**src/rtl/irqf_pkg.sv**
```systemverilog
package irqf_pkg;
  localparam int unsigned NFLAG   = 6;
  localparam int unsigned REG_W   = 8;
  localparam int unsigned CLR_BIT = 0;
  localparam int unsigned RSV_BIT = 5;
  localparam int unsigned OVF_IDX = 0;

  // flag index -> register bit position
  function automatic int unsigned flag_pos(input int unsigned idx);
    case (idx)
      0:       return 1;
      1:       return 2;
      2:       return 3;
      3:       return 4;
      4:       return 6;
      default: return 7;
    endcase
  endfunction
endpackage

```
**src/rtl/irqf_cell.sv**
```systemverilog
module irqf_cell (
  input  logic clk_i,
  input  logic rst_ni,
  input  logic set_i,
  input  logic clr_i,
  output logic q_o
);
  logic q_q;

  always_ff @(posedge clk_i or negedge rst_ni) begin
    if (!rst_ni)      q_q <= 1'b0;
    else if (set_i)   q_q <= 1'b1;  // event beats clear
    else if (clr_i)   q_q <= 1'b0;
  end

  assign q_o = q_q;


  set_wins_chk: assert property (@(posedge clk_i) disable iff (!rst_ni)
    set_i |=> q_o);

  clr_takes_chk: assert property (@(posedge clk_i) disable iff (!rst_ni)
    (clr_i && !set_i) |=> !q_o);

  hold_chk: assert property (@(posedge clk_i) disable iff (!rst_ni)
    (!set_i && !clr_i) |=> $stable(q_o));
endmodule

```
**src/rtl/irqf_out.sv**
```systemverilog
module irqf_out
  import irqf_pkg::*;
(
  input  logic             clk_i,
  input  logic             rst_ni,
  input  logic             sel_i,
  input  logic [NFLAG-1:0] flags_i,
  input  logic [NFLAG-1:0] en_i,
  output logic [REG_W-1:0] rdata_o,
  output logic             irq_o
);
  logic [REG_W-1:0] view;
  logic             irq_q;

  always_comb begin
    view = '0;
    for (int unsigned i = 0; i < NFLAG; i++) view[flag_pos(i)] = flags_i[i];
    view[CLR_BIT] = 1'b1;
  end

  assign rdata_o = sel_i ? view : '0;

  always_ff @(posedge clk_i or negedge rst_ni) begin
    if (!rst_ni) irq_q <= 1'b0;
    else         irq_q <= |(flags_i & en_i);
  end

  assign irq_o = irq_q;
endmodule

```
**src/rtl/irq_flag_reg.sv**
```systemverilog
module irq_flag_reg
  import irqf_pkg::*;
#(
  parameter int unsigned AW       = 8,
  parameter logic [AW-1:0] REG_ADDR = 8'hF7
) (
  input  logic             clk_i,
  input  logic             rst_ni,
  input  logic [AW-1:0]    addr_i,
  input  logic             we_i,
  input  logic [REG_W-1:0] wdata_i,
  output logic [REG_W-1:0] rdata_o,
  input  logic             evt_dxfer_i,
  input  logic             evt_adc_i,
  input  logic             evt_capture_i,
  input  logic             evt_cmp_hi_i,
  input  logic             evt_cmp_lo_i,
  input  logic             evt_tmr_ovf_i,
  input  logic [NFLAG-1:0] irq_en_i,
  output logic             irq_o
);
  logic             sel, wr;
  logic [NFLAG-1:0] evt, clr, flag_q;
  logic             unused_wbits;

  assign sel = (addr_i == REG_ADDR);
  assign wr  = we_i & sel;
  assign evt = {evt_dxfer_i, evt_adc_i, evt_capture_i,
                evt_cmp_hi_i, evt_cmp_lo_i, evt_tmr_ovf_i};
  assign unused_wbits = ^{wdata_i[RSV_BIT], wdata_i[flag_pos(OVF_IDX)]};

  for (genvar g = 0; g < NFLAG; g++) begin : g_flag
    // overflow flag is cleared only via the companion bit
    localparam int unsigned CBIT = (g == OVF_IDX) ? CLR_BIT : flag_pos(g);
    assign clr[g] = wr & ~wdata_i[CBIT];
    irqf_cell u_cell (
      .clk_i (clk_i),
      .rst_ni(rst_ni),
      .set_i (evt[g]),
      .clr_i (clr[g]),
      .q_o   (flag_q[g])
    );
  end

  irqf_out u_out (
    .clk_i  (clk_i),
    .rst_ni (rst_ni),
    .sel_i  (sel),
    .flags_i(flag_q),
    .en_i   (irq_en_i),
    .rdata_o(rdata_o),
    .irq_o  (irq_o)
  );


  clr_bit_one_chk: assert property (@(posedge clk_i) disable iff (!rst_ni)
    sel |-> rdata_o[CLR_BIT]);

  rsv_zero_chk: assert property (@(posedge clk_i) disable iff (!rst_ni)
    !rdata_o[RSV_BIT]);

  ones_write_chk: assert property (@(posedge clk_i) disable iff (!rst_ni)
    (wr && (&wdata_i) && !(|evt)) |=> $stable(flag_q));

  irq_on_chk: assert property (@(posedge clk_i) disable iff (!rst_ni)
    (|(flag_q & irq_en_i)) |=> irq_o);

  irq_off_chk: assert property (@(posedge clk_i) disable iff (!rst_ni)
    !(|(flag_q & irq_en_i)) |=> !irq_o);

  foreign_wr_chk: assert property (@(posedge clk_i) disable iff (!rst_ni)
    (!sel && !(|evt)) |=> $stable(flag_q));
endmodule

```
**config.mk**
```make
export PLATFORM = sky130hd
export DESIGN_NAME = irq_flag_reg
export DESIGN_NICKNAME = d
export VERILOG_FILES = /design/src/rtl/irqf_pkg.sv /design/src/rtl/irqf_cell.sv /design/src/rtl/irqf_out.sv /design/src/rtl/irq_flag_reg.sv
export SDC_FILE = /design/constraint.sdc
export NUM_CORES = 1
export LEC_CHECK = 0
export BUFFER_PORTS_ARGS = -buffer_cell sky130_fd_sc_hd__clkbuf_2
export CELL_PAD_IN_SITES_DETAIL_PLACEMENT = 0
export CELL_PAD_IN_SITES_GLOBAL_PLACEMENT = 1
export CORE_ASPECT_RATIO = 0.9
export CORE_MARGIN = 1
export CORE_UTILIZATION = 25
export DETAILED_ROUTE_END_ITERATION = 7
export PLACE_DENSITY = 0.77
export SETUP_SLACK_MARGIN = 0.3
export SYNTH_ARGS = -nofsm -noshare
export SYNTH_HDL_FRONTEND = slang
export SYNTH_SLANG_ARGS = --single-unit
```
**constraint.sdc**
```tcl
create_clock -name clk_i -period 2.45 [get_ports clk_i]
set_input_delay 0.49 -clock clk_i [delete_from_list [all_inputs] [get_ports clk_i]]
set_output_delay 0.49 -clock clk_i [all_outputs]
set_load 0.01 [all_outputs]
```
==> impl_results.md <==
* Status: finished, final reports clean
* Netlist Area Pre-Place at 433 um^2
* Worst Path Max Fanout at 13
* Mapped Cells at 43
* DR pass1 iterations at 4
* Unrepaired setup endpoints after global routing: no
* PortBufs at 36
* Nets at roughly 110
* Top routing layer in use: met3
* Final core occ at a little over two fifths
* Worst Path Arrival at between 1000 and 1500 ps
* Maximum number of pins on one net before global-route repair at 14
* Initial antenna violation count at 0
* Max Slew Vio Count at 0
* Period Utilization, post-route at around 70%
* Post-DP Area at between 600 and 700 um^2
* Total Die Area at roughly 0.0019 mm^2
* Ports at 40
* Post-synthesis adder-cell area fraction at 0%
* Antenna-violating nets left at 0
* Post-synthesis compound-gate area fraction at a little under a fifth
* Post-route cell area at between 600 and 700 um^2
* Fmax at 585 MHz
* Minimum clock period after layout at ~1700 ps
* Ant. Diodes at 0
* Vias in the first global route at between 400 and 500
* Clk_skew at 4.89 ps
* Final setup fails at 0
* Hpwl dp at 842 um
* Fraction of layout cells with a size suffix above 1 at 52.5%
* Met3 Wirelength at ~110 um
* WS Path Type: in -> out
* Maximum vdd drop at approximately 0.00021 V
* Clk_lat worst skew at around 250 ps
* Htree depth at 1
* Net Count, Synth at 74
* Met2 wire length at a little under 500 um
* Max clock buf depth at 2
* Final Hold Fails at 0
* Crit path max-delay cell type: nand4b_4
* GR Util All Layers at approximately 11%
* # DRC at 0
* Crit-path max cell delay at 260 ps
* Mux cell area share after synthesis at 0%
* Largest family of logic cells by synthesized area: simple AND/OR/NAND/NOR gates
* Req. time, crit path at approximately 2000 ps
* CTS Buf Count at 3
* Post-Route Setup TNS at 0 ps
* Number of vias per cell at 4.61
* PostCTS Resize Cnt at 0
* Via count at 470
* Pwr Density at 401 mW/mm^2
* Die extent in x at 45.9 um
* Wirelength per Cell at a little over 10 um
* Post-synthesis xor/xnor area fraction at 0%
* Total global routing overflow at 0
* Clk slew on worst S/H paths at ~60 ps
* Clock sink count at 7
* Worst Hold Class: in -> async
* Reg2reg setup slack at 1650 ps
* Yosys warning total at 0
* Sequential share of the synthesized area at roughly 40%
* Area growth from synthesis to layout at 49.7%
* CTS tree: done
* Avg Cell Area, Syn at roughly 10 um^2
* DRT iter0 DRCs at 2
* WP buf/inv at 2
* Number of synthesized register bits at 7
* Final wirelength at between 1 and 1.5 mm
* Max cap viols at 0
* GP Congestion at approximately 0.70
* First-pass GRT wire length at about 1.6 mm
* Most frequent cell on the critical path: clkbuf_2
* Worst-path cell chain: clkbuf_2 -> nand4b_4 -> nor3_1 -> clkbuf_2
* Clock root buffer master: clkbuf_4
* Synth Area in Simple Gates at between 20 and 30%
* # rows at 13
* Core area at ~0.0015 mm^2
* Crit path capture type: output port
* DRT met1 WL at about 430 um
* Delay-heaviest family, CP: simple AND/OR/NAND/NOR gates
* # hold bufs at CTS at 0
* P_leak at approximately 0.35 nW
* Starting Density at ~28%
* Distinct cells, synth at 13
* Startpoint class of the critical path: primary input
* Setup bufs post-CTS at 0
* Die Y at slightly above 40 um
[Yosys cell counts]
library cell | number | area [um^2]
o32a_1 | 6 | 60.1
nor3_1 | 6 | 30.0
buf_4 | 3 | 22.5
nor2_1 | 1 | 3.75
buf_2 | 1 | 5.00
or3b_1 | 6 | 52.6
nand4b_4 | 1 | 23.8
inv_1 | 6 | 22.5
conb_1 | 1 | 3.75
dfrtp_1 | 7 | 175
nand3_1 | 1 | 5.00
a22oi_1 | 3 | 22.5
nand4_1 | 1 | 6.26
[final timing paths]
kind,endpoint,from,depth (start not counted)
setup / recovery,rdata_o[1],addr_i[3],4
hold / removal,g_flag[5].u_cell.q_o$_DFFE_PN0P_,rst_ni,1
setup reg to reg,u_out.irq_o$_DFF_PN0_,g_flag[2].u_cell.q_o$_DFFE_PN0P_,2
hold reg to reg,g_flag[3].u_cell.q_o$_DFFE_PN0P_,g_flag[3].u_cell.q_o$_DFFE_PN0P_,1
max in group asynchronous,g_flag[2].u_cell.q_o$_DFFE_PN0P_,rst_ni,1
min in group clk_i,u_out.irq_o$_DFF_PN0_,irq_en_i[3],3
[sequential cells by signal (all words and copies together), names as in the netlist]
register and count:
u_out.irq_o 1, g_flag.u_cell.q_o 6
[stage by stage]
step	power, mW	hold slack (ps)	setup slack (ps)	cells
global placement	0.158	336	733	98
CTS	0.264	61.9	734	102
floorplan	0.131	194	840	43
finish	0.260	63.6	740	102
global route	0.276	63.1	648	102
detailed placement	0.158	336	737	98
[cells by family after synthesis]
family / after synthesis
buffers and inverters: 10
and+or+nand+nor: 16
DFF: 7
AOI/OAI and AO/OA: 9
other: 1
[area by class of cell]
| type | count | area [um^2] |
|---|---|---|
| fillers | 164 | 881 |
| multi-input cells | 26 | 208 |
| repair buffers | 37 | 188 |
| flip-flops and latches | 7 | 175 |
| well taps | 22 | 27.5 |
| clock buffers | 3 | 22.5 |
| inverters | 6 | 22.5 |
| clock inverters | 1 | 5.00 |
[worst register-to-register path, cell delays in order, from the launching register on]
cell and delay (ps):
dfrtp_1 390, a22oi_1 190, nand3_1 90
[power breakdown]
group	total [mW]	switching, mW	internal, mW
clock	0.104	0.0440	0.0597
combinational	0.0399	0.0172	0.0227
sequential	0.116	0.000129	0.116
total	0.260	0.0614	0.198
[placed cells by master, fill, tap and decap left out]
cell      count
or3b_1        6
a22oi_1       3
nand4_1       1
nor2_1        1
conb_1        1
clkbuf_4      3
inv_1         6
nor3_1        6
clkinv_2      1
dfrtp_1       7
o32a_1        6
buf_4         1
clkbuf_2     36
nand3_1       1
nand4b_4      1
[routing by layer]
layer,track usage (%),vias to the layer above
met5,0,-
li1,-,233
met3,3.48,0
met1,13.9,211
met2,18.9,26
met4,3.53,0
Power figures use the tool's default switching activity.
